<file path="config.mk">
export PLATFORM = sky130hd
export DESIGN_NAME = pic_encoder
export DESIGN_NICKNAME = d
export VERILOG_FILES = /design/src/rtl/pic_pkg.sv /design/src/rtl/pic_mon_mask.sv /design/src/rtl/pic_mask.sv /design/src/rtl/pic_pick.sv /design/src/rtl/pic_encoder.sv
export SDC_FILE = /design/constraint.sdc
export NUM_CORES = 1
export LEC_CHECK = 0
export BUFFER_PORTS_ARGS = -buffer_cell sky130_fd_sc_hd__buf_2
export CAP_MARGIN = 25
export CORE_UTILIZATION = 27
export DETAILED_ROUTE_END_ITERATION = 10
export HOLD_SLACK_MARGIN = 0.08
export PLACE_DENSITY_LB_ADDON = 0.08
export SYNTH_ARGS = -nofsm -noshare
export SYNTH_HDL_FRONTEND = slang
export SYNTH_SLANG_ARGS = --single-unit
</file>
<file path="constraint.sdc">
create_clock -name clk -period 15 [get_ports clk]
set_input_delay 0.75 -clock clk [delete_from_list [all_inputs] [get_ports clk]]
set_output_delay 0.75 -clock clk [all_outputs]
set_load 0.02 [all_outputs]
</file>
<file path="src/rtl/pic_pkg.sv">
package pic_pkg;
  localparam int CODE_W  = 7;
  localparam int INT_W   = 16;
  localparam int ILC_W   = 2;
  localparam int MCLS_W  = 16;
  localparam logic [CODE_W-1:0] MON_CODE = 7'h40;
  localparam logic [ILC_W-1:0]  MON_ILC  = 2'd2;

  function automatic logic [7:0] ilc_to_byte(input logic [ILC_W-1:0] l);
    return {5'b0, l, 1'b0};
  endfunction
endpackage

</file>
<file path="src/rtl/pic_mon_mask.sv">
module pic_mon_mask #(
  parameter int CLASSES = 16
) (
  input  logic               clk,
  input  logic               rst,
  input  logic               we,
  input  logic [CLASSES-1:0] din,
  output logic [CLASSES-1:0] mask_q
);
  always_ff @(posedge clk) begin
    if (rst)     mask_q <= '0;
    else if (we) mask_q <= din;
  end
endmodule

</file>
<file path="src/rtl/pic_mask.sv">
module pic_mask #(
  parameter int NUM_EXC = 8,
  parameter int FXO_IDX = 2,
  parameter int DCO_IDX = 3,
  parameter int CLASSES = 16,
  localparam int CLASS_W = $clog2(CLASSES)
) (
  input  logic [NUM_EXC-1:0] exc_flag,
  input  logic               ec_mode,
  input  logic [3:0]         pmask_ec,
  input  logic [3:0]         pmask_bc,
  input  logic               mon_call,
  input  logic [CLASS_W-1:0] mon_class,
  input  logic [CLASSES-1:0] mon_mask,
  output logic [NUM_EXC-1:0] live,
  output logic               mon_live
);
  logic [3:0]         pm;
  logic [CLASSES-1:0] by_class;

  assign pm = ec_mode ? pmask_ec : pmask_bc;

  for (genvar i = 0; i < NUM_EXC; i++) begin : g_live
    if (i == FXO_IDX) begin : g_fxo
      assign live[i] = exc_flag[i] & pm[3];
    end else if (i == DCO_IDX) begin : g_dco
      assign live[i] = exc_flag[i] & pm[2];
    end else begin : g_plain
      assign live[i] = exc_flag[i];
    end
  end

  // class 0 sits in the most significant mask bit
  for (genvar k = 0; k < CLASSES; k++) begin : g_cls
    assign by_class[k] = mon_mask[CLASSES-1-k];
  end

  assign mon_live = mon_call & by_class[mon_class];
endmodule

</file>
<file path="src/rtl/pic_pick.sv">
module pic_pick
  import pic_pkg::*;
#(
  parameter int NUM_EXC = 8
) (
  input  logic [NUM_EXC-1:0]        live,
  input  logic [NUM_EXC*CODE_W-1:0] codes,
  input  logic                      mon_live,
  output logic                      any,
  output logic [CODE_W-1:0]         best,
  output logic                      best_is_mon
);
  always_comb begin
    any         = mon_live;
    best        = mon_live ? MON_CODE : '1;
    best_is_mon = mon_live;
    for (int i = 0; i < NUM_EXC; i++) begin
      if (live[i] && (!any || codes[i*CODE_W +: CODE_W] < best)) begin
        best        = codes[i*CODE_W +: CODE_W];
        best_is_mon = 1'b0;
        any         = 1'b1;
      end
    end
  end
endmodule

</file>
<file path="src/rtl/pic_encoder.sv">
module pic_encoder
  import pic_pkg::*;
#(
  parameter int NUM_EXC = 8,
  parameter int FXO_IDX = 2,
  parameter int DCO_IDX = 3,
  parameter int CLASSES = 16,
  localparam int CLASS_W = $clog2(CLASSES)
) (
  input  logic                      clk,
  input  logic                      rst,
  input  logic                      exc_stb,
  input  logic [NUM_EXC-1:0]        exc_flag,
  input  logic [NUM_EXC*CODE_W-1:0] exc_code,
  input  logic                      per_event,
  input  logic                      mon_call,
  input  logic [CLASS_W-1:0]        mon_class,
  input  logic                      ec_mode,
  input  logic [3:0]                pmask_ec,
  input  logic [3:0]                pmask_bc,
  input  logic [ILC_W-1:0]          instr_ilc,
  input  logic                      mmask_we,
  input  logic [CLASSES-1:0]        mmask_din,
  output logic                      irq,
  output logic [INT_W-1:0]          int_code,
  output logic [ILC_W-1:0]          ilc,
  output logic [7:0]                ilc_byte,
  output logic [MCLS_W-1:0]         mon_class_out
);
  logic [CLASSES-1:0] mmask_q;
  logic [NUM_EXC-1:0] live;
  logic               mon_live, any, best_is_mon;
  logic [CODE_W-1:0]  best;
  logic               fire, mon_win;
  logic [ILC_W-1:0]   ilc_sel;

  pic_mon_mask #(.CLASSES(CLASSES)) u_mmask (
    .clk(clk), .rst(rst), .we(mmask_we), .din(mmask_din), .mask_q(mmask_q)
  );

  pic_mask #(.NUM_EXC(NUM_EXC), .FXO_IDX(FXO_IDX), .DCO_IDX(DCO_IDX),
             .CLASSES(CLASSES)) u_mask (
    .exc_flag(exc_flag), .ec_mode(ec_mode), .pmask_ec(pmask_ec),
    .pmask_bc(pmask_bc), .mon_call(mon_call), .mon_class(mon_class),
    .mon_mask(mmask_q), .live(live), .mon_live(mon_live)
  );

  pic_pick #(.NUM_EXC(NUM_EXC)) u_pick (
    .live(live), .codes(exc_code), .mon_live(mon_live),
    .any(any), .best(best), .best_is_mon(best_is_mon)
  );

  assign fire    = exc_stb & (any | per_event);
  assign mon_win = any & best_is_mon;
  assign ilc_sel = mon_win ? MON_ILC : instr_ilc;

  always_ff @(posedge clk) begin
    if (rst || !fire) begin
      irq           <= 1'b0;
      int_code      <= '0;
      ilc           <= '0;
      ilc_byte      <= '0;
      mon_class_out <= '0;
    end else begin
      irq           <= 1'b1;
      int_code      <= {8'h00, per_event, (any ? best : {CODE_W{1'b0}})};
      ilc           <= ilc_sel;
      ilc_byte      <= ec_mode ? ilc_to_byte(ilc_sel) : 8'h00;
      mon_class_out <= mon_win ? {{(MCLS_W-CLASS_W){1'b0}}, mon_class} : '0;
    end
  end
endmodule


</file>
==> results.txt <==
Final ANT Viol Nets = 0
Post-Syn Instances = 446
sequential share of power = 16.3%
Fmax = 71.43 MHz
CP Launch Type = input port
Crit Path Category = input port to flop
detailed-route wire length = 10,960 um
cell taking the most area after synthesis = dfxtp_1
skew final = 0.005625 ns
Port Buffers = 113
syn_area_per_cell = 8.197 um^2
Antenna Cells = 0
DIE AREA = 14,010 um^2
largest net degree at the start of global routing = 18
Post-synth EDFFs = 0
CTS Buf Count = 5
Leak = 2.617 nW
gr ovfl total = 0
CP Data Required Time = 15.17 ns
clk slew on worst S/H paths = 0.05 ns
area grow syn2layout = 42.68%
Post-Synth XOR/XNOR Area = 0.4791%
Finished Cell Area = 5216 um^2
CTS tree = built
H-Tree Depth = 2
All-Layer GR Usage = 15.48%
Synth Area in Compound Gates = 25.26%
Switching Fraction = 38.27%
simple-gate share of the synthesized area = 17.39%
Yosys Warn Count = 0
worst-skew pair later-pin latency = 0.28 ns
Netlist Area Pre-Place = 3656 um^2
Initial Utilization = 27.61%
synth top area cells = dfxtp_1 (18%), ha_1 (14%), mux2i_1 (6.6%), buf_4 (5.5%), o21ai_0 (4.7%)
logic gate share of total power = 63.8%
residual DRC count = 0
placed wire-length estimate = 9218 um
Max Root-Sink Buffers = 2
Main synth FF type = dfxtp_1
async set-reset flop share out of synthesis = 0%
cell-internal power = 0.3687 mW
worst hold path class = flop to flop
fin crit share = 93.34%
Synth Area in Adders = 14.37%
area fraction of the dominant cell type after synthesis = 18.07%
FF/Latch Area = 660.6 um^2
CTS Sinks = 33
Yosys reg bits = 33
worst-path maximum fanout = 8
FILL cells = 1,445
Iter 0 DRT Violations = 187
peak per-stage delay on the critical path = 0.50 ns
TritonRoute pass-1 iters = 4
Hold Vio Cnt, Final = 0
Multi-input gate area = 2867 um^2
slowest CP cell = mux4_2
mux cell area share after synthesis = 13.55%
io pins = 144
CP arrival = 14.17 ns
Max Slew Vio Count = 0
largest family of logic cells by synthesized area = compound AO/OA/AOI/OAI gates
Placer Congestion = 0.8123
CTS Root Cell = clkbuf_16
# setup viols final = 0
placed insts = 793
vias in the first global route = 3,675
MaxCap Viol Count = 0
crit path time final = 14.00 ns
clock share of power = 19.9%
Seq/Total Area, Yosys = 18.07%
relative slew slack = 30.87%
status = finished clean
VDD IR max = 0.05504 mV
Vias = 3,827
cell repeated most along the worst path = ha_1
global-route wire length before repair = 17,350 um
synth cell count leaders = ha_1 (42), inv_1 (42), nor2_1 (36)
initial antenna violation count = 0
standard-cell row count = 42
DP Area = 4802 um^2
die span in x = 118.4 um
WL/cell = 13.55 um
Worst Setup End Kind = flop
P_sw = 0.2286 mW
Core ar. = 13,240 um^2
routed vias/inst = 4.731
synth unique cells = 74
Die Ht = 118.4 um
Finished Layout Cells = 809
# nets final = 775
layout cells sized above 1 = 40.92%
Cell Pwr Density = 114.5 nW/um^2
worst-margin pin slew = 1.021 ns
[cell usage in the layout, fill, tap and decap left out, types with 5 or more instances in the layout]
| cell | count |
|---|---|
| nor2b_1 | 9 |
| nand2_1 | 22 |
| conb_1 | 26 |
| o21ai_1 | 12 |
| inv_1 | 42 |
| o21ai_0 | 23 |
| buf_2 | 112 |
| ha_1 | 41 |
| mux2_2 | 13 |
| nand2b_1 | 5 |
| nand4_1 | 5 |
| a21oi_1 | 23 |
| mux2i_1 | 22 |
| a21oi_2 | 6 |
| o211ai_1 | 9 |
| a21o_1 | 8 |
| clkbuf_16 | 5 |
| dfxtp_1 | 33 |
| nor3_1 | 5 |
| buf_4 | 74 |
| and2_1 | 5 |
| nor2_1 | 36 |
[per-layer routing]
layer,wire length (um),track usage (%),vias to the layer above
met2,5244,26.51,92
met4,86,3.045,0
met5,0,0,-
met3,489,2.896,7
met1,5142,20.14,1772
li1,-,-,1956
[timing repair]
item,CTS,global route
setup endpoints to repair,15,15
resized for setup,2,48
setup buffers,0,8
hold buffers,0,0
pin swaps,0,18
[worst max-delay path, delay by kind of cell]
kind                       cells  cell delay [ns]
and+or+nand+nor               25             4.33
muxes                          6             2.00
adders and majority gates      8             1.98
buffers and inverters         12             1.18
AOI/OAI and AO/OA             23             3.86
[area by class of cell]
class | count | share of cell area, %
Multi-Input combinational cell | 362 | 54.95
Clock inverter | 1 | 0.5757
Inverter | 42 | 3.022
Clock buffer | 7 | 2.734
Tap cell | 176 | 4.222
Sequential cell | 33 | 12.66
Timing Repair Buffer | 188 | 21.83
[path summary, 6_finish.rpt]
| path | startpoint | depth (start not counted) | slack, ns | end |
|---|---|---|---|---|
| worst max-delay path | mon_class[0] | 74 | 1.0 | mon_class_out[0] |
| worst min register to register | u_mmask.mask_q[15] | 2 | 0.49 | u_mmask.mask_q[15] |
| worst min-delay path | u_mmask.mask_q[15] | 2 | 0.49 | u_mmask.mask_q[15] |
| worst max register to register | u_mmask.mask_q[0] | 73 | 1.32 | mon_class_out[0] |
[state kept, by name, indices dropped and copies added, names as in the netlist]
register        flops
u_mmask.mask_q     16
int_code            8
mon_class_out       4
ilc                 2
ilc_byte            2
irq                 1
[per-stage QoR]
step | util, % | power (mW) | TNS (ns) | hold WS [ns] | setup WS [ns]
global route | 39.39 | 0.6506 | -0.8708 | 0.5244 | -0.1074
global placement | 36.26 | 0.4421 | -5.549 | 0.4696 | -0.4127
finish | 39.39 | 0.5973 | 0 | 0.4882 | 0.9994
floorplan | - | 0.3095 | 0 | 0.4520 | 0.7898
detailed placement | 36.26 | 0.4461 | -4.603 | 0.4833 | -0.3405
CTS | 37.57 | 0.5678 | 0 | 0.4964 | 0.09290
[logic make-up after synthesis]
family,count (synthesis)
AO/OA/AOI/OAI,128
XOR/XNOR,2
adder cells (fa/ha/maj),42
buffers and inverters,76
flip-flops,33
multiplexers,43
other,1
AND/OR/NAND/NOR,121
[power groups by stage]
stage | logic (mW) | registers (mW) | clock network [mW]
3_5_place_dp | 0.347 | 0.0994 | 0
2_1_floorplan | 0.204 | 0.106 | 0
6_report | 0.381 | 0.0976 | 0.119
5_1_grt | 0.427 | 0.0983 | 0.126
4_1_cts | 0.349 | 0.0977 | 0.121
3_3_place_gp | 0.343 | 0.0993 | 0
(Power assumes the default switching activity.)
